### src/rtl/stopctl_pkg.sv
package stopctl_pkg;

   typedef enum logic [2:0] {
      ST_RUN      = 3'd0,
      ST_LS_DBG   = 3'd1,
      ST_LS_REG   = 3'd2,
      ST_LS_PLAIN = 3'd3,
      ST_DEEP     = 3'd4,
      ST_WAKE_RST = 3'd5
   } mode_e;

   typedef struct packed {
      logic stop_en;
      logic dbg_en;
      logic lvd_en;
      logic lvd_stop_en;
      logic ppd;
   } cfg_t;

   typedef struct packed {
      logic clk_gate;
      logic pwr_down;
      logic reg_keep;
      logic io_hold;
      logic wake_rst;
   } ctl_t;

   function automatic logic is_light(input mode_e m);
      return (m == ST_LS_DBG) || (m == ST_LS_REG) || (m == ST_LS_PLAIN);
   endfunction

endpackage

### src/rtl/stopctl_select.sv
module stopctl_select
   import stopctl_pkg::*;
(
   input  cfg_t  cfg_i,
   output logic  illegal_o,
   output mode_e target_o
);

   logic lvd_both;

   assign lvd_both = cfg_i.lvd_en & cfg_i.lvd_stop_en;

   always_comb begin
      illegal_o = 1'b0;
      target_o  = ST_RUN;
      if (!cfg_i.stop_en) begin
         illegal_o = 1'b1;
      end else if (cfg_i.dbg_en) begin
         target_o = ST_LS_DBG;
      end else if (lvd_both) begin
         target_o = ST_LS_REG;
      end else if (cfg_i.ppd) begin
         target_o = ST_DEEP;
      end else begin
         target_o = ST_LS_PLAIN;
      end
   end

   always_comb begin
      if (illegal_o) begin
         a_ill_run_r2 : assert (target_o == ST_RUN);
      end
   end

endmodule

### src/rtl/stopctl_pin_sync.sv
module stopctl_pin_sync #(
   parameter int STAGES = 2
) (
   input  logic clk,
   input  logic rst_n,
   input  logic pin_n_i,
   output logic pin_n_o
);

   generate
      if (STAGES < 0 || STAGES > 4) begin : g_bad
         $error("stopctl_pin_sync: STAGES must be 0..4");
      end
      if (STAGES == 0) begin : g_bypass
         assign pin_n_o = pin_n_i;
      end else begin : g_chain
         logic [STAGES-1:0] sh_q;
         always_ff @(posedge clk or negedge rst_n) begin
            if (!rst_n) sh_q <= '1;
            else if (STAGES == 1) sh_q <= pin_n_i;
            else sh_q <= {sh_q[STAGES-2+(STAGES==1):0], pin_n_i};
         end
         assign pin_n_o = sh_q[STAGES-1];
      end
   endgenerate

endmodule

### src/rtl/stopctl_wake_timer.sv
module stopctl_wake_timer #(
   parameter int CYC = 4
) (
   input  logic clk,
   input  logic rst_n,
   input  logic load_i,
   output logic done_o
);

   localparam int CW = (CYC < 2) ? 1 : $clog2(CYC);

   generate
      if (CYC < 1) begin : g_bad
         $error("stopctl_wake_timer: CYC must be at least 1");
      end
   endgenerate

   logic [CW-1:0] cnt_q;

   always_ff @(posedge clk or negedge rst_n) begin
      if (!rst_n)              cnt_q <= '0;
      else if (load_i)         cnt_q <= CW'(CYC - 1);
      else if (cnt_q != '0)    cnt_q <= cnt_q - 1'b1;
   end

   assign done_o = (cnt_q == '0);

   p_cnt_down_r10 : assert property (@(posedge clk) disable iff (!rst_n)
      (!load_i && cnt_q != '0) |=> (cnt_q < $past(cnt_q)));

endmodule

### src/rtl/stopctl_outdec.sv
module stopctl_outdec
   import stopctl_pkg::*;
(
   input  mode_e mode_i,
   output ctl_t  ctl_o
);

   always_comb begin
      ctl_o = '0;
      unique case (mode_i)
         ST_RUN:      ctl_o.reg_keep = 1'b1;
         ST_LS_DBG:   ctl_o.reg_keep = 1'b1;
         ST_LS_REG: begin
            ctl_o.clk_gate = 1'b1;
            ctl_o.reg_keep = 1'b1;
         end
         ST_LS_PLAIN: ctl_o.clk_gate = 1'b1;
         ST_DEEP: begin
            ctl_o.clk_gate = 1'b1;
            ctl_o.pwr_down = 1'b1;
            ctl_o.io_hold  = 1'b1;
         end
         ST_WAKE_RST: begin
            ctl_o.reg_keep = 1'b1;
            ctl_o.io_hold  = 1'b1;
            ctl_o.wake_rst = 1'b1;
         end
         default: ctl_o.reg_keep = 1'b1;
      endcase
   end

endmodule

### src/rtl/stop_mode_ctrl.sv
module stop_mode_ctrl
   import stopctl_pkg::*;
#(
   parameter int N_IRQ       = 4,
   parameter int SYNC_STAGES = 2,
   parameter int WAKE_RST_CYC = 4
) (
   input  logic             clk,
   input  logic             rst_n,
   input  logic             stop_exec_i,
   input  logic             cfg_stop_en_i,
   input  logic             cfg_dbg_en_i,
   input  logic             cfg_lvd_en_i,
   input  logic             cfg_lvd_stop_en_i,
   input  logic             cfg_ppd_i,
   input  logic [N_IRQ-1:0] irq_i,
   input  logic             ext_wake_i,
   input  logic             wake_pin_n_i,
   output logic [2:0]       mode_o,
   output logic             clk_gate_o,
   output logic             pwr_down_o,
   output logic             reg_keep_o,
   output logic             io_hold_o,
   output logic             wake_rst_o,
   output logic             ill_rst_o
);

   generate
      if (N_IRQ < 1) begin : g_bad_irq
         $error("stop_mode_ctrl: N_IRQ must be at least 1");
      end
   endgenerate

   mode_e st_q, st_d;
   cfg_t  cfg;
   mode_e target;
   logic  sel_illegal;
   logic  ill_q, ill_d;
   logic  pin_n_sync;
   logic  tmr_load, tmr_done;
   logic  wake_any;
   ctl_t  ctl;

   assign cfg = '{stop_en: cfg_stop_en_i, dbg_en: cfg_dbg_en_i,
                  lvd_en: cfg_lvd_en_i, lvd_stop_en: cfg_lvd_stop_en_i,
                  ppd: cfg_ppd_i};
   assign wake_any = (|irq_i) | ext_wake_i;

   stopctl_select u_sel (
      .cfg_i     (cfg),
      .illegal_o (sel_illegal),
      .target_o  (target)
   );

   stopctl_pin_sync #(.STAGES(SYNC_STAGES)) u_sync (
      .clk     (clk),
      .rst_n   (rst_n),
      .pin_n_i (wake_pin_n_i),
      .pin_n_o (pin_n_sync)
   );

   stopctl_wake_timer #(.CYC(WAKE_RST_CYC)) u_tmr (
      .clk    (clk),
      .rst_n  (rst_n),
      .load_i (tmr_load),
      .done_o (tmr_done)
   );

   always_comb begin
      st_d     = st_q;
      ill_d    = 1'b0;
      tmr_load = 1'b0;
      unique case (st_q)
         ST_RUN: begin
            if (stop_exec_i) begin
               if (sel_illegal) ill_d = 1'b1;
               else             st_d  = target;
            end
         end
         ST_LS_DBG, ST_LS_REG, ST_LS_PLAIN: begin
            if (wake_any) st_d = ST_RUN;
         end
         ST_DEEP: begin
            if (!pin_n_sync) begin
               st_d     = ST_WAKE_RST;
               tmr_load = 1'b1;
            end
         end
         ST_WAKE_RST: begin
            if (tmr_done) st_d = ST_RUN;
         end
         default: st_d = ST_RUN;
      endcase
   end

   always_ff @(posedge clk or negedge rst_n) begin
      if (!rst_n) begin
         st_q  <= ST_RUN;
         ill_q <= 1'b0;
      end else begin
         st_q  <= st_d;
         ill_q <= ill_d;
      end
   end

   stopctl_outdec u_dec (
      .mode_i (st_q),
      .ctl_o  (ctl)
   );

   assign mode_o     = st_q;
   assign clk_gate_o = ctl.clk_gate;
   assign pwr_down_o = ctl.pwr_down;
   assign reg_keep_o = ctl.reg_keep;
   assign io_hold_o  = ctl.io_hold;
   assign wake_rst_o = ctl.wake_rst;
   assign ill_rst_o  = ill_q;

   p_ill_pulse_r2 : assert property (@(posedge clk) disable iff (!rst_n)
      ill_rst_o |=> !ill_rst_o);

   p_ill_stay_run_r2 : assert property (@(posedge clk) disable iff (!rst_n)
      (st_q == ST_RUN && stop_exec_i && !cfg_stop_en_i) |=> (ill_rst_o && mode_o == 3'd0));

   p_dbg_clocks_r3 : assert property (@(posedge clk) disable iff (!rst_n)
      (mode_o == 3'd1) |-> (!clk_gate_o && reg_keep_o));

   p_deep_hold_r6 : assert property (@(posedge clk) disable iff (!rst_n)
      (mode_o == 3'd4) |-> (io_hold_o && pwr_down_o && clk_gate_o));

   p_run_hold_cfg_r7 : assert property (@(posedge clk) disable iff (!rst_n)
      (st_q == ST_RUN && !stop_exec_i) |=> (mode_o == 3'd0));

   p_light_exit_r8 : assert property (@(posedge clk) disable iff (!rst_n)
      (is_light(st_q) && wake_any) |=> (mode_o == 3'd0 && !clk_gate_o));

   p_deep_pin_only_r9 : assert property (@(posedge clk) disable iff (!rst_n)
      (st_q == ST_DEEP && pin_n_sync) |=> (mode_o == 3'd4));

   p_hold_release_r10 : assert property (@(posedge clk) disable iff (!rst_n)
      $fell(io_hold_o) |-> (mode_o == 3'd0 && $past(wake_rst_o)));

   p_stop_ignored_r11 : assert property (@(posedge clk) disable iff (!rst_n)
      (st_q != ST_RUN && stop_exec_i) |=> !ill_rst_o);

endmodule

### config.mk
export PLATFORM = sky130hd
export DESIGN_NAME = stop_mode_ctrl
export DESIGN_NICKNAME = d
export VERILOG_FILES = /design/src/rtl/stopctl_pkg.sv /design/src/rtl/stopctl_select.sv /design/src/rtl/stopctl_pin_sync.sv /design/src/rtl/stopctl_wake_timer.sv /design/src/rtl/stopctl_outdec.sv /design/src/rtl/stop_mode_ctrl.sv
export SDC_FILE = /design/constraint.sdc
export NUM_CORES = 1
export LEC_CHECK = 0
export BUFFER_PORTS_ARGS = -buffer_cell sky130_fd_sc_hd__buf_2
export CAP_MARGIN = 15
export CORE_AREA = 3 3 40 42
export DETAILED_ROUTE_END_ITERATION = 8
export DIE_AREA = 0 0 43 45
export PLACE_DENSITY_LB_ADDON = 0.2
export SKIP_LAST_GASP = 1
export SLEW_MARGIN = 30
export SYNTH_ARGS = -nofsm -noshare
export SYNTH_HDL_FRONTEND = slang
export SYNTH_SLANG_ARGS = --single-unit
export TNS_END_PERCENT = 50
### constraint.sdc
create_clock -name clk -period 1.7 [get_ports clk]
set_input_delay 0.085 -clock clk [delete_from_list [all_inputs] [get_ports clk]]
set_output_delay 0.085 -clock clk [all_outputs]
set_load 0.02 [all_outputs]
Word-level counts from Yosys, hierarchy flattened
Cells that the tools add are included.
- flip-flop bits (word level): 8
- bits of input ports: 14
- output and inout bits: 9
- add/subtract/negate cells: 1
- equal/unequal tests: 10
- muxes and demuxes: 21
- bitwise gates (word level): 2
- reductions and logical operators: 10
- operator list (cell ; number):
    3-bit two-way mux ; 8
    3-bit one-hot mux with 4 select lines ; 1
    1-bit two-way mux ; 10
    2-bit inequality test (second input constant) ; 5
    3-bit by 2-bit == test with 1-bit output (second input constant) ; 2
    3-bit == test (second input constant) ; 2
    3-bit OR reduction ; 2
    5-bit AND reduction ; 1
    2-bit two-way mux ; 2
    2-bit nonzero test ; 2
    2-bit OR reduction ; 2
    4-bit OR reduction ; 1
    3-bit by 1-bit == test with 1-bit output (second input constant) ; 1
    3-bit logical NOT ; 1
    2-bit logical NOT ; 1
    2-bit by 1-bit subtractor with 2-bit output (second input constant) ; 1
    1-bit AND ; 1
    1-bit OR ; 1

Depth between registers and ports, before layout
Gate-level depths: netlist (run 1).
- word-level depth: 6
- depth in mapped cells: 6
- depth with buffers taken out: 6

Modules after synthesis
From an unflattened synthesis (run 1), not the netlist that was laid out.
- cells, all modules: 51
- area total of the unflattened synthesis: 526.8 sq um
- by module, submodules not included (module ; times used ; cells each ; area an instance (sq um) ; sequential area each (sq um)):
    stop_mode_ctrl ; 1 ; 28 ; 291.5 ; 100.1
    stopctl_wake_timer ; 1 ; 9 ; 97.6 ; 50.0
    stopctl_pin_sync ; 1 ; 2 ; 52.6 ; 52.6
    stopctl_outdec ; 1 ; 6 ; 42.5 ; 0.0
    stopctl_select ; 1 ; 6 ; 42.5 ; 0.0

Least setup slack after synthesis (run 1)
No wires, ideal clock.
- path type: reg2reg
- start point: register st_q[1] (netlist: mode_o[1])
- end point: register st_q[0] (netlist: mode_o[0])
- setup time: 125 ps
- arrival time: 1500 ps
- path slack: 75 ps
- stages on the path, launching flop included: 5
- buffers on the path: 0
- path through: dfrtp_1 -> nor2_2 -> nor4_4 -> or3_4 -> mux2_4
- longest elaborated chain between the ends: 4
- elaborated cells on any way between the ends: 14
- those cells by class: eq/ne (10); mux (1); reduce/logical (3)
- ends and longest elaborated chain (what ; RTL line ; source):
    from (decl) ; stop_mode_ctrl.sv:34 ; mode_e st_q, st_d;
    from (signal assigned) ; stop_mode_ctrl.sv:101 ; st_q <= st_d;
    3-bit by 1-bit == test with 1-bit output or 3-bit by 2-bit == test with 1-bit output (tied branches) ; stop_mode_ctrl.sv:73 ; unique case (st_q)
    3-bit OR reduction ; stop_mode_ctrl.sv:73 ;
    2-bit inequality test (no source line) ; n/a ;
    5-bit AND reduction (no source line) ; n/a ;
Several ways; a longest one is shown, not always the timed one.
A chain may end at the register's enable or synchronous reset.

Worst setup path in the final report (run 1)
- start point: register u_tmr.cnt_q[0]
- end point: register st_q[0] (netlist: mode_o[0])
- longest elaborated chain between the ends: 3
- ends and longest elaborated chain (what ; RTL line ; source):
    from (decl) ; stopctl_wake_timer.sv:18 ; logic [CW-1:0] cnt_q;
    from (signal assigned) ; stopctl_wake_timer.sv:22 ; else if (load_i) cnt_q <= CW'(CYC - 1);
    from (signal assigned) ; stopctl_wake_timer.sv:23 ; else if (cnt_q != '0) cnt_q <= cnt_q - 1'b1;
    2-bit logical NOT ; stopctl_wake_timer.sv:26 ; assign done_o = (cnt_q == '0);
    2-bit inequality test (no source line) ; n/a ;
    5-bit AND reduction (no source line) ; n/a ;
Every way passes these cells.

==> flow_summary.yaml, run 1 <==
cells_and_area:
  n_fill_cell: 117
  seq_area_um2: 204
  drive_gt1_share_pct: 53.2
  fin_util_pct: 53.7
  fin_area_um2: 689
  nets: 95
  multi_input_area_um2: 250
  syn_to_final_growth_pct: 46.5
  n_antenna_cell: 0
  layout.cells.non_filler: 94
drt:
  drc: 0
  vias: 462
  viasPerCell: 4.91
  ant_nets: 0
  routedWlPerCell_um: 11.0
  drt_iter0_markers: 14
  routed_wl_mm: 1.04
  drtPass1Iterations: 2
pwr:
  power_density_nw_per_um2: 1690
  ir_drop_mv: 0.726
  power_mw: 1.16
  power.leakage_nw: 0.360
die:
  fp.dieH_um: 45
  dieArea_um2: 1940
  rows: 13
  fp.coreArea_um2: 1280
  fp.dieW_um: 43
  io_pins: 23
  start_util_pct: 36.6
min_path:
  worstHoldPathType: "input port to register"
  hold_end: "ill_rst_o"
  min_from: "stop_exec_i"
  hold_depth: 2
timing:
  worst_slew_margin_rel_pct: 80.5
  tns_ns: 0
  fin_worst_skew_ns: 0.0135
  drv_slew: 0
  setup_ws_ns: 0.107
  rsz0062_at_grt: "false"
  finalSetupViolCount: 0
  tightest_slew_ns: 0.289
  fmax_ghz: 0.628
  fin_crit_sh_pct: 93.7
  finalHoldViolations: 0
  finalCriticalPeriod_ns: 1.59
  holdWs_ns: 0.0813
clock_network:
  htreeDepth: 1
  clk_pin_slew_ns: 0.06
  cts_max_path_buffers: 2
  worstSkewPairLatency_ns: 0.26
  cts-root-buf: "clkbuf_4"
  cts_sinks: 8
  cts_buffers: 3
  cts_tree: "built"
critical_path:
  critPathBufInv: 1
  critical_path_class: "register to register"
  path_cells: "inv_1 -> ha_1 -> nand3b_1 -> a21oi_1 -> or3_4 -> mux2_4"
  rr_endpoint: "mode_o[0]"
  arrival_ns: 1.74
  critical_path_peak_fanout: 3
  slowest_stage: "or3_4"
  reg2reg_from: "u_tmr.cnt_q[0]"
  startpoint_type: "register"
  end_kind: "register"
  ff2ff_path_depth: 6
  critPathRequiredTime_ns: 1.85
  rrSetupSlack_ns: 0.11
  cpLargestDelayFamily: "simple AND/OR/NAND/NOR gates"
  cpPeakStageDelay_ns: 0.41
logic_synthesis:
  yosysTopAreaCell: "dfrtp_1"
  synthFlopType: "dfrtp_1"
  ys_ff_latch: 8
  synthArstFlopShare_pct: 100
  seq_area_frac_synth_pct: 43.1
  synthTopCellsByCount: "dfrtp_1 (6), inv_1 (4), o21ai_0 (4)"
  postSynthCellCount: 46
  synth_edf_count: 0
  synth.distinct_cells: 27
  yosysMostFrequentCell: "dfrtp_1"
  syn-num-nets: 61
  synth_area_leaders: "dfrtp_1 (32%), dfstp_2 (11%), nor4_4 (4.5%)"
  synth_area_per_cell_um2: 10.2
  yosysWarnings: 0
  synth_area_um2: 470
  synth_top_area_share_pct: 31.9
grt:
  met3_usage_pct: 6.77
  antenna_found_initial: 0
  met2_usage_pct: 17.1
  grt_remaining_overflow: 0
  use_met1_pct: 14.7
  grt_max_degree: 9
  grt_usage_pct: 11.4
  top_usage_layer: "met2"
  grt_pass1_vias: 402
  grt_pass1_wl_mm: 1.65
place:
  dpl_worst_slack_ns: 0.109
  io_buffers: 22
  post-place-cells: 86
  post-dp-hpwl_um: 822
  place_area_um2: 622
  gp_congestion: 0.794
outcome:
  outcome: "complete, no violations"
job:
  cap_violations: 0
## how the worst max path moves through the flow
stage,from,end,slack (ns),cells after the start
after CTS,mode_o[0],clk_gate_o,0.05,6
after global placement,mode_o[0],mode_o[0],0.13,4
after floorplan,mode_o[1],mode_o[0],0.07,4
final,u_tmr.cnt_q[0],mode_o[0],0.11,6
after detailed placement,u_tmr.cnt_q[0],mode_o[0],0.11,6
after global routing,mode_o[1],clk_gate_o,0.03,6
## logic make-up after synthesis
kind of cell	share of synthesized area [%]
compound gates	14.6
xor+xnor	1.86
fa+ha+maj	2.66
buf+inv	4.79
flops	43.1
mux	5.58
simple gates	27.4
## placed cells by master (no fill, tap or decap), types with 2 or more instances in the layout
master	Yosys	final
a21oi_1	3	3
buf_2	0	22
buf_4	1	6
clkbuf_4	0	3
dfrtp_1	6	5
dfstp_2	2	2
dlygate4sd3_1	0	2
inv_1	4	4
nand2_1	3	3
nand3b_1	2	2
nor2_1	3	3
o21ai_0	4	4
## report_power, final
group / internal, mW / switching, mW
sequential: 0.258 / 0.0537
combinational: 0.342 / 0.354
clock: 0.0898 / 0.0653
total: 0.689 / 0.473
## cell type report
type	instances	share of cell area, %
Tap cell	15	2.72
Timing Repair Buffer	30	25.4
Multi-Input combinational cell	33	36.3
Clock buffer	4	3.81
Sequential cell	8	29.6
Inverter	4	2.18
## state kept, by name, indices dropped and copies added (netlist names)
register	cells
ill_rst_o	1
mode_o	3
u_sync.g_chain.sh_q	2
u_tmr.cnt_q	2
## what timing repair did
item / 4_1_cts / 5_1_grt
gates resized for setup: 1 / 1
hold buffers: 2 / 0
buffers inserted: 0 / 2
hold endpoints to repair: 9 / 0
setup endpoints to repair: 1 / 2
## routing by layer
metal  vias up  share of wire [%]
met5         -                  0
met4         0               0.39
met3         2                8.5
met2        15                 47
met1       215                 44
li1        230                  -
Power figures use the tool's default switching activity.
==> run 2: changes to the inputs <==
--- a/config.mk
+++ b/config.mk
@@ -10,7 +10,7 @@
 export CORE_AREA = 3 3 40 42
 export DETAILED_ROUTE_END_ITERATION = 8
 export DIE_AREA = 0 0 43 45
-export PLACE_DENSITY_LB_ADDON = 0.2
+export PLACE_DENSITY = 0.7
 export SKIP_LAST_GASP = 1
 export SLEW_MARGIN = 30
 export SYNTH_ARGS = -nofsm -noshare
==> constraint.sdc (replaced) <==
create_clock -name clk -period 1.29 [get_ports clk]
set_input_delay 0.0645 -clock clk [delete_from_list [all_inputs] [get_ports clk]]
set_output_delay 0.0645 -clock clk [all_outputs]
set_load 0.02 [all_outputs]
==> run 2 against run 1 <==
Compared with the run above: the run now ends with negative setup slack left; global-route usage rose by 1.9 points; combinational power rose by 71%; total power rose by 57%; register-to-register slack got worse by 0.35 ns; clock-buffer cell count did not move; critical path type unchanged.
==> flow_summary.yaml, run 2 (same netlist as run 1, synthesis figures left out) <==
die:
  fp.dieH_um: 45
  dieArea_um2: 1940
  fp.dieW_um: 43
  start_util_pct: 36.6
  fp.coreArea_um2: 1280
  io_pins: 23
  rows: 13
timing:
  finalSetupViolCount: 8
  worst_slew_margin_rel_pct: 84.2
  fmax_ghz: 0.652
  finalCriticalPeriod_ns: 1.53
  drv_slew: 0
  finalHoldViolations: 0
  fin_crit_sh_pct: 119
  fin_worst_skew_ns: 0.0137
  setup_ws_ns: -0.244
  tightest_slew_ns: 0.234
  rsz0062_at_grt: "true"
cells_and_area:
  n_fill_cell: 109
  final_cell_mix: "buf_2 (21), buf_4 (16), o21ai_0 (4)"
  layout_commonest_cell: "buf_2"
  fin_util_pct: 63.8
  n_antenna_cell: 0
  drive_gt1_share_pct: 67.0
  largest_reg_flops: 3
  syn_to_final_growth_pct: 74.2
  nets: 107
critical_path:
  rrSetupSlack_ns: -0.24
  path_cells: "inv_1 -> ha_2 -> nand3b_1 -> a21oi_2 -> or3_4 -> mux2_4"
  slowest_stage: "dfrtp_1"
  arrival_ns: 1.68
  cpPeakStageDelay_ns: 0.38
  critical_path_class: "register to register"
  ff2ff_path_depth: 6
  crit_path_start: "u_tmr.cnt_q[0]"
  critPathRequiredTime_ns: 1.44
  startpoint_type: "register"
  end_kind: "register"
  rr_endpoint: "mode_o[0]"
  critical_path_peak_fanout: 3
  reg2reg_from: "u_tmr.cnt_q[0]"
drt:
  routedWlPerCell_um: 10.8
  routed_wl_mm: 1.15
  drc: 0
  drtPass1Iterations: 4
  viasPerCell: 4.64
  drt_iter0_markers: 3
  ant_nets: 0
  vias: 492
grt:
  grt_usage_pct: 13.4
  antenna_found_initial: 0
  grt_remaining_overflow: 0
  use_met1_pct: 14.1
  grt_pass1_vias: 471
  met2_usage_pct: 24.3
  met3_usage_pct: 5.98
  top_usage_layer: "met2"
  grt_max_degree: 9
  grt_pass1_wl_mm: 1.89
clock_network:
  cts_max_path_buffers: 2
  cts-root-buf: "clkbuf_4"
  cts_tree: "built"
  clk_pin_slew_ns: 0.06
  worstSkewPairLatency_ns: 0.26
  cts_sinks: 8
  htreeDepth: 1
  cts_buffers: 3
min_path:
  worstHoldPathType: "input port to register"
  hold_depth: 2
  hold_end: "ill_rst_o"
  min_from: "stop_exec_i"
place:
  dpl_worst_slack_ns: -0.251
  io_buffers: 22
  gp_congestion: 0.774
  post-dp-hpwl_um: 920
pwr:
  p_sw_share_pct: 38.6
  power_density_nw_per_um2: 2220
  pwr-share-comb_pct: 65.3
  intPower_mw: 1.12
  power.leakage_nw: 0.428
  switchingPower_uw: 704
  p_clk_share_pct: 11.4
  ir_drop_mv: 1.18
  seq_power_share_pct: 23.3
outcome:
  violations: "negative setup slack"
  outcome: "finished with violations"
job:
  cap_violations: 0
-- run 2: cell count changes in the layout (fill, tap and decap cells not counted), moves of 2 or more --
cell,previous run,this run
dfrtp_1,5,3
buf_6,0,3
buf_4,6,16
dfrtp_2,1,3
-- run 2: critical path: cells and delay by family (launching register included) --
family,cells,cell delay [ns]
AO/OA/AOI/OAI,1,0.07
adder cells (fa/ha/maj),1,0.16
buffers and inverters,1,0.06
flip-flops,1,0.38
multiplexers,1,0.30
AND/OR/NAND/NOR,2,0.46
-- run 2: power groups by stage --
| stage | clock [mW] | combinational (mW) | sequential [mW] |
|---|---|---|---|
| finish | 0.208 | 1.19 | 0.425 |
| global route | 0.230 | 1.30 | 0.440 |
| CTS | 0.214 | 1.11 | 0.423 |
| detailed placement | 0 | 0.976 | 0.437 |
| global placement | 0 | 0.955 | 0.433 |
| floorplan | 0 | 0.567 | 0.467 |
-- run 2: area by class of cell --
cell class / count / area, µm² / area share (%)
timing repair buffer: 42 / 279 / 34.0
multi-input combinational: 33 / 274 / 33.4
sequential: 8 / 206 / 25.2
clock buffer: 4 / 26.3 / 3.21
tap: 15 / 18.8 / 2.29
inverter: 4 / 15.0 / 1.83
-- run 2: worst max path at each step --
stage	end	slack, ns	cells after the start
6_report	mode_o[0]	-0.24	6
5_1_grt	mode_o[0]	-0.32	6
4_1_cts	mode_o[0]	-0.25	6
3_5_place_dp	mode_o[0]	-0.25	6
3_3_place_gp	mode_o[0]	-0.23	6
2_1_floorplan	mode_o[0]	-0.25	4
-- run 2: timing repair --
action,in CTS,in global routing
hold buffers,2,0
endpoints found under the hold margin,9,0
setup buffers,3,3
resized for setup,3,6
endpoints found under the setup margin,7,8
pin swaps,3,0
-- run 2: per-layer routing --
metal | vias to the layer above | wire length [µm]
li1 | 251 | -
met1 | 232 | 459
met2 | 9 | 628
met3 | 0 | 60
met4 | 0 | 0
met5 | - | 0
-- run 2: metrics by stage --
stage	power (mW)	instances	hold WS, ns	instance area [µm²]	setup TNS, ns
final	1.82	106	0.0620	820	-1.02
after detailed placement	1.41	94	-0.0850	697	-0.560
after floorplan	1.03	46	-0.231	489	-0.438
after global placement	1.39	94	-0.0884	697	-0.427
after CTS	1.74	103	0.0539	779	-0.963
after global routing	1.97	106	0.0627	820	-1.57
==> run 3: changes to the inputs <==
--- a/config.mk
+++ b/config.mk
@@ -10,6 +10,7 @@
 export CORE_AREA = 3 3 40 42
 export DETAILED_ROUTE_END_ITERATION = 8
 export DIE_AREA = 0 0 43 45
+export MAX_ROUTING_LAYER = met4
 export PLACE_DENSITY = 0.7
 export SKIP_LAST_GASP = 1
 export SLEW_MARGIN = 30
==> run 3 against run 2 <==
Compared with the run above: the flow still finishes with violations (negative setup slack); die area unchanged; first-iteration DRC count is the same; clock skew fell by 0.0019 ns; clock power barely moved; critical path depth is the same; sequential power is essentially flat; fmax about the same; via count up 0.41%; worst setup slack about the same; cell count stayed put.
==> flow_summary.yaml, run 3 (same netlist as run 1, synthesis figures left out) <==
outcome:
  outcome: "finished with violations"
  violations: "negative setup slack"
drt:
  ant_nets: 0
  drt_iter0_markers: 3
  routed_wl_mm: 1.16
  drtPass1Iterations: 4
  drc: 0
  vias: 494
  routedWlPerCell_um: 10.9
  viasPerCell: 4.66
clock_network:
  cts_buffers: 3
  cts_max_path_buffers: 2
  worstSkewPairLatency_ns: 0.26
  htreeDepth: 1
  cts-root-buf: "clkbuf_4"
  cts_sinks: 8
  cts_tree: "built"
  clk_pin_slew_ns: 0.06
cells_and_area:
  nets: 107
  multi_input_area_um2: 274
  n_fill_cell: 109
  final_cell_mix: "buf_2 (21), buf_4 (16), o21ai_0 (4)"
  n_antenna_cell: 0
  layout_commonest_cell: "buf_2"
  largest_reg_flops: 3
  seq_area_um2: 206
  syn_to_final_growth_pct: 74.2
  fin_area_um2: 820
  drive_gt1_share_pct: 67.0
grt:
  grt_pass1_vias: 471
  met2_usage_pct: 24.3
  grt_pass1_wl_mm: 1.88
  grt_remaining_overflow: 0
  grt_max_degree: 9
  use_met1_pct: 14.1
  top_usage_layer: "met2"
  antenna_found_initial: 0
  grt_usage_pct: 13.8
  met3_usage_pct: 5.98
pwr:
  power.leakage_nw: 0.428
  ir_drop_mv: 1.18
  power_mw: 1.82
  power_density_nw_per_um2: 2220
job:
  cap_violations: 0
timing:
  worst_slew_margin_rel_pct: 84.3
  holdWs_ns: 0.0653
  finalHoldViolations: 0
  setup_ws_ns: -0.244
  fmax_ghz: 0.652
  fin_crit_sh_pct: 119
  finalSetupViolCount: 8
  tightest_slew_ns: 0.234
  tns_ns: -0.992
  drv_slew: 0
  rsz0062_at_grt: "true"
  finalCriticalPeriod_ns: 1.53
  fin_worst_skew_ns: 0.0119
die:
  rows: 13
  dieArea_um2: 1940
  io_pins: 23
  fp.dieW_um: 43
  fp.coreArea_um2: 1280
  start_util_pct: 36.6
  fp.dieH_um: 45
critical_path:
  end_kind: "register"
  endpoint: "mode_o[0]"
  reg2reg_from: "u_tmr.cnt_q[0]"
  rrSetupSlack_ns: -0.24
  critPathRequiredTime_ns: 1.43
  startpoint_type: "register"
  arrival_ns: 1.68
  critical_path_peak_fanout: 3
  critical_path_class: "register to register"
  rr_endpoint: "mode_o[0]"
  crit_path_start: "u_tmr.cnt_q[0]"
  ff2ff_path_depth: 6
place:
  post-dp-hpwl_um: 920
  place_area_um2: 697
  gp_congestion: 0.784
  io_buffers: 22
min_path:
  worstHoldPathType: "input port to register"
[run 3: through the flow]
stage | setup WS, ns | std cells | util [%]
6_report | -0.244 | 106 | 63.8
5_1_grt | -0.316 | 106 | 63.8
4_1_cts | -0.251 | 103 | 60.7
3_5_place_dp | -0.251 | 94 | 54.2
3_3_place_gp | -0.228 | 94 | 54.2
2_1_floorplan | -0.248 | 46 | -
[run 3: layer usage]
metal / vias to the layer above / wire length, µm
li1: 251 / -
met1: 233 / 474
met2: 8 / 626
met3: 2 / 48
met4: 0 / 6
met5: - / 0
[run 3: how the worst min path moves through the flow]
stage,startpoint,to,depth (start not counted)
6_report,stop_exec_i,ill_rst_o,2
5_1_grt,stop_exec_i,ill_rst_o,2
4_1_cts,stop_exec_i,ill_rst_o,2
3_5_place_dp,rst_n,ill_rst_o,1
3_3_place_gp,rst_n,ill_rst_o,1
2_1_floorplan,rst_n,ill_rst_o,0
[run 3: timing repair]
item	in CTS	in global routing
hold endpoints to repair	9	0
hold buffers	2	0
gates resized for setup	3	6
setup buffers	3	3
setup endpoints to repair	7	8
pin swaps	3	0
[run 3: power breakdown]
part,internal (mW),switching [mW],total (mW)
registers,0.343,0.0812,0.425
logic,0.656,0.534,1.19
clock network,0.118,0.0865,0.205
total,1.12,0.702,1.82
[run 3: cell type report]
class,instances,area share [%]
repair buffers,42,34.0
clock buffers,4,3.21
well taps,15,2.29
inverters,4,1.83
flip-flops and latches,8,25.2
multi-input cells,33,33.4
[run 3: worst max-delay path: stages (launching register included)]
cell,delay (ns)
dfrtp_1,0.38
inv_1,0.06
ha_2,0.16
nand3b_1,0.12
a21oi_2,0.07
or3_4,0.34
mux2_4,0.30
